$ cat src/rtl/smc_pkg.sv
package smc_pkg;
   typedef enum logic [1:0] {
      REL_EQ = 2'd0,
      REL_GT = 2'd1,
      REL_LT = 2'd2
   } rel_e;
endpackage

$ cat src/rtl/smc_byte_rel.sv
module smc_byte_rel
   import smc_pkg::*;
#(
   parameter int BYTE_W       = 8,
   parameter bit SIGN_BY_FLIP = 1'b1
) (
   input  logic [BYTE_W-1:0] a,
   input  logic [BYTE_W-1:0] b,
   input  logic              as_signed,
   output rel_e              rel
);
   localparam int MSB = BYTE_W - 1;

   logic a_gt, a_lt;

   generate
      if (SIGN_BY_FLIP) begin : g_flip
         // invert the sign bit so one unsigned comparator serves both modes
         logic [BYTE_W-1:0] ka, kb;
         always_comb begin
            ka = a;
            kb = b;
            ka[MSB] = a[MSB] ^ as_signed;
            kb[MSB] = b[MSB] ^ as_signed;
            a_gt = ka > kb;
            a_lt = ka < kb;
         end
      end else begin : g_dual
         always_comb begin
            if (as_signed) begin
               a_gt = $signed(a) > $signed(b);
               a_lt = $signed(a) < $signed(b);
            end else begin
               a_gt = a > b;
               a_lt = a < b;
            end
         end
      end
   endgenerate

   always_comb begin
      if (a_gt)      rel = REL_GT;
      else if (a_lt) rel = REL_LT;
      else           rel = REL_EQ;
   end
endmodule

$ cat src/rtl/smc_ctrl.sv
module smc_ctrl #(
   parameter int MAX_BYTES = 8,
   parameter int CNT_W     = $clog2(MAX_BYTES + 1)
) (
   input  logic             clk,
   input  logic             rst_n,
   input  logic             start,
   input  logic [CNT_W-1:0] nbytes,
   input  logic             sgn_mode,
   input  logic             valid,
   input  logic             differs,
   output logic             take,
   output logic             last,
   output logic             sign_now
);
   localparam logic [CNT_W-1:0] MAX_CNT = CNT_W'(MAX_BYTES);
   localparam logic [CNT_W-1:0] ONE_CNT = CNT_W'(1);

   logic [CNT_W-1:0] left_q;
   logic             first_q, busy_q, sgn_q;
   logic [CNT_W-1:0] load_cnt;

   always_comb begin
      if (nbytes == '0)          load_cnt = ONE_CNT;
      else if (nbytes > MAX_CNT) load_cnt = MAX_CNT;
      else                       load_cnt = nbytes;
   end

   assign take     = busy_q & valid & ~start;
   assign last     = (left_q == ONE_CNT);
   assign sign_now = sgn_q & first_q;

   always_ff @(posedge clk or negedge rst_n) begin
      if (!rst_n) begin
         left_q  <= '0;
         first_q <= 1'b0;
         busy_q  <= 1'b0;
         sgn_q   <= 1'b0;
      end else if (start) begin
         left_q  <= load_cnt;
         first_q <= 1'b1;
         busy_q  <= 1'b1;
         sgn_q   <= sgn_mode;
      end else if (take) begin
         if (differs || last) begin
            busy_q <= 1'b0;
         end else begin
            left_q  <= left_q - ONE_CNT;
            first_q <= 1'b0;
         end
      end
   end
endmodule

$ cat src/rtl/serial_mag_cmp.sv
module serial_mag_cmp
   import smc_pkg::*;
#(
   parameter int BYTE_W       = 8,
   parameter int MAX_BYTES    = 8,
   parameter bit SIGN_BY_FLIP = 1'b1,
   parameter int CNT_W        = $clog2(MAX_BYTES + 1)
) (
   input  logic              clk,
   input  logic              rst_n,
   input  logic              start_i,
   input  logic [CNT_W-1:0]  nbytes_i,
   input  logic              signed_i,
   input  logic              valid_i,
   input  logic [BYTE_W-1:0] a_i,
   input  logic [BYTE_W-1:0] b_i,
   output logic              done_o,
   output logic              gt_o,
   output logic              eq_o,
   output logic              lt_o
);
   generate
      if (BYTE_W < 2) begin : g_bad_width
         $error("serial_mag_cmp: BYTE_W must be at least 2");
      end
      if (MAX_BYTES < 1) begin : g_bad_depth
         $error("serial_mag_cmp: MAX_BYTES must be at least 1");
      end
      if (CNT_W < $clog2(MAX_BYTES + 1)) begin : g_bad_cnt
         $error("serial_mag_cmp: CNT_W too narrow for MAX_BYTES");
      end
   endgenerate

   rel_e rel;
   logic take, last, sign_now;
   logic differs;

   assign differs = (rel != REL_EQ);

   smc_byte_rel #(
      .BYTE_W      (BYTE_W),
      .SIGN_BY_FLIP(SIGN_BY_FLIP)
   ) u_rel (
      .a        (a_i),
      .b        (b_i),
      .as_signed(sign_now),
      .rel      (rel)
   );

   smc_ctrl #(
      .MAX_BYTES(MAX_BYTES),
      .CNT_W    (CNT_W)
   ) u_ctrl (
      .clk     (clk),
      .rst_n   (rst_n),
      .start   (start_i),
      .nbytes  (nbytes_i),
      .sgn_mode(signed_i),
      .valid   (valid_i),
      .differs (differs),
      .take    (take),
      .last    (last),
      .sign_now(sign_now)
   );

   always_ff @(posedge clk or negedge rst_n) begin
      if (!rst_n) begin
         done_o <= 1'b0;
         gt_o   <= 1'b0;
         eq_o   <= 1'b0;
         lt_o   <= 1'b0;
      end else if (start_i) begin
         done_o <= 1'b0;
         gt_o   <= 1'b0;
         eq_o   <= 1'b0;
         lt_o   <= 1'b0;
      end else if (take) begin
         if (differs) begin
            done_o <= 1'b1;
            gt_o   <= (rel == REL_GT);
            lt_o   <= (rel == REL_LT);
         end else if (last) begin
            done_o <= 1'b1;
            eq_o   <= 1'b1;
         end
      end
   end
endmodule

$ cat config.mk
export PLATFORM = sky130hd
export DESIGN_NAME = serial_mag_cmp
export DESIGN_NICKNAME = d
export VERILOG_FILES = /design/src/rtl/smc_pkg.sv /design/src/rtl/smc_byte_rel.sv /design/src/rtl/smc_ctrl.sv /design/src/rtl/serial_mag_cmp.sv
export SDC_FILE = /design/constraint.sdc
export NUM_CORES = 1
export LEC_CHECK = 0
export BUFFER_PORTS_ARGS = -buffer_cell sky130_fd_sc_hd__buf_2
export CAP_MARGIN = 20
export CORE_MARGIN = 3
export CORE_UTILIZATION = 48
export CTS_BUF_LIST = sky130_fd_sc_hd__clkbuf_8 sky130_fd_sc_hd__clkbuf_16
export DETAILED_ROUTE_END_ITERATION = 12
export PLACE_DENSITY = 0.85
export SLEW_MARGIN = 0
export SYNTH_ARGS = -nofsm -noshare
export SYNTH_HDL_FRONTEND = slang
export SYNTH_SLANG_ARGS = --single-unit
export TNS_END_PERCENT = 10
$ cat constraint.sdc
create_clock -name clk -period 2.15 [get_ports clk]
set_input_delay 0.3225 -clock clk [delete_from_list [all_inputs] [get_ports clk]]
set_output_delay 0.3225 -clock clk [all_outputs]
set_load 0.02 [all_outputs]
==> run metrics <==
CTS tree=yes; EDFF count, synth=0; Pleak=around 0.00053 µW; Avg Cell Area, Syn=just over 9 µm²; Final Worst Setup Slack=about 0.25 ns; Worst EP required=approximately 2.3 ns; Slew @ Worst Pin=approximately 0.49 ns; drt drc=0; Clk Latency, worst-skew pair=~0.24 ns; unrepaired setup endpoints after global routing=no; reg-to-reg slack, setup=around 0.53 ns; Synth Warn #=0; top post-synthesis cells by area=dfrtp_1, ha_1, inv_1; arrival time at the worst endpoint=2.02 ns; Tmin final=around 1.9 ns; area of the core=approximately 1600 µm²; Netlist cell types=35; setup TNS=0 ns; Mapped Nets=approximately 130; Die Wd=around 48 µm; WL/cell=~13 µm; list of most frequent post-synthesis cells=dfrtp_1, inv_1, ha_1, nor2_1, nand2_1; type of the worst setup path=in -> reg; maximum clock rate=roughly 0.53 GHz; Synth top area share=between 30% and 40%; worst hold path cell count=2; vias per cell=approximately 5.6; synthesized area=835 µm²; routability cong.=between 0.8 and 0.9; largest net degree at the start of global routing=19; number of I/O port buffers=28; # resized after CTS=0; CTS H-tree lvls=1; CTS clock-pin slew for the worst setup and hold paths=approximately 0.050 ns; Starting Density=between 50% and 60%; Setup crit start kind=primary input; worst-path fanout max=5; WHS Endpoint=u_ctrl.sgn_q; FF-to-FF Start=u_ctrl.left_q[1]; slew margin rel.=between 60 and 70%; Die Area=2270 µm²; Seq cells post-synth=11; Antenna Cells=0; Top FF cell, synth=dfrtp_1; Reg-to-Reg End=u_ctrl.left_q[1]; FFs w/ async S/R, synth=100%; Max-cap violations=0; CTS buffer count=3; Vias=about 800; I/O Pins=29; Slew Limit Fails=0; filler instances=about 130; root buffer cell=clkbuf_8; Post-Route WL=1.82 mm; sequential share of the synthesized area=about 33%; global-route usage over all layers=between 10% and 20%; final hold violations=0; vias in the first global route=between 700 and 800; DP HPWL=1.49 mm; WHS=~0.33 ns; Area growth syn-to-layout=27.3%; Pwr Density=about 570 nW/µm²; clk sinks=11; worst hold path startpoint=signed_i; die height=between 40 and 50 µm; post-route ant nets=0; layout cells sized above 1=about a third; initial antenna violation count=0; global-route wire length before repair=roughly 2.9 mm; # rows=14; Reg2Reg Depth=5; outcome=finished, final reports clean; nature of the critical path endpoint=flop; top-count cell post-synth=dfrtp_1; GRT Residual Overflow=0; Pre-antenna DRT Iters=4; Synth area leader=dfrtp_1; clock skew=about 0.0016 ns; crit share post-route=88.3%; Hold Crit Class=in -> reg; Synth Instances=92; clock tree buffer depth=2; drt initial violations=21; NumNets Final=160; IR drop worst, VDD=383 µV; final setup fails=0; dpl ws=-0.0192 ns
-- placed cells by master, fill, tap and decap left out --
master,n
o211ai_2,1
xor2_1,1
and3_4,2
clkbuf_8,3
a21o_1,1
buf_4,3
nand4_1,3
or2_2,1
a2111oi_2,1
a31oi_1,3
ha_1,9
a311o_2,1
a211o_2,1
nand3_1,2
a311oi_1,1
a221o_1,1
nand2_1,5
and3b_1,1
o21bai_1,1
o21ai_0,3
nor3_1,2
dlygate4sd3_1,1
or3_1,1
o211ai_1,3
nand3b_1,1
o21ba_2,1
clkinv_2,1
buf_2,28
inv_1,10
nor3b_1,2
nor2b_1,2
mux2_2,1
a211oi_1,1
dfrtp_1,11
nor2_1,6
mux2i_1,1
nand2b_1,4
o21a_1,1
a21oi_1,4
-- metrics by stage --
| step | instance area [µm²] | utilization [%] | std cells | total power (µW) |
|---|---|---|---|---|
| after CTS | 1060 | 67.4 | 141 | 612 |
| after detailed placement | 1010 | 63.8 | 136 | 398 |
| after global placement | 1010 | 63.8 | 136 | 389 |
| final | 1060 | 67.4 | 141 | 604 |
| after global routing | 1060 | 67.4 | 141 | 643 |
| after floorplan | 835 | - | 92 | 337 |
-- per-layer routing --
metal / GRT usage (%) / wire [µm] / up-vias
met5: 0 / 0 / -
li1: - / - / 397
met3: 3.38 / 157 / 2
met1: 20.5 / 726 / 354
met4: 4.84 / 14 / 0
met2: 32.2 / 924 / 38
-- sequential cells by signal, indices dropped and copies added (netlist names) --
name and cells:
u_ctrl.left_q 4, u_ctrl.busy_q 1, u_ctrl.sgn_q 1, eq_o 1, lt_o 1, gt_o 1
done_o 1, u_ctrl.first_q 1
-- where the power goes --
part	leakage, µW	total, µW	switching [µW]	internal, µW
combinational	0.000374	160	83.5	76.1
sequential	0.000135	237	12.7	224
clock	0.0000255	208	80.1	127
total	0.000534	604	176	428
-- logic make-up (layout without fill, tap and decap cells) --
family	Yosys count	in the layout	synth area share, %
muxes	2	2	2.55
xor gates and xnor gates	1	1	1.05
DFF	11	11	33.0
AOI/OAI and AO/OA	24	24	22.0
adders and majority gates	9	9	13.5
buffers and inverters	13	46	5.85
and+or+nand+nor	32	32	22.0
-- how the worst max path moves through the flow --
stage | endpoint | slack, ns | depth (start not counted) | from
after CTS | u_ctrl.left_q[1] | 0.23 | 7 | a_i[6]
after detailed placement | u_ctrl.left_q[1] | -0.02 | 7 | a_i[6]
after floorplan | u_ctrl.left_q[1] | 0.09 | 7 | b_i[6]
after global routing | u_ctrl.left_q[1] | 0.11 | 7 | a_i[6]
final | u_ctrl.left_q[1] | 0.25 | 7 | a_i[6]
after global placement | u_ctrl.left_q[1] | 0.06 | 7 | a_i[6]
-- layout make-up --
class	instances	area [µm²]	area share (%)
well taps	16	20.0	1.88
clock buffers	3	41.3	3.89
flip-flops and latches	11	275	25.9
inverters	10	37.5	3.53
multi-input cells	68	510	48.1
clock inverters	1	5.00	0.471
repair buffers	32	173	16.3
-- worst max-delay path, stage by stage --
cell	delay [ns]
buf_2	0.10
ha_1	0.31
and3_4	0.18
a2111oi_2	0.41
o211ai_2	0.17
and3_4	0.21
a221o_1	0.32
-- repair_timing --
action                                 4_1_cts  5_1_grt
setup buffers                                0        0
hold buffers                                 1        0
endpoints found under the hold margin       11        0
No activity file was read; power rests on OpenSTA's default activity.
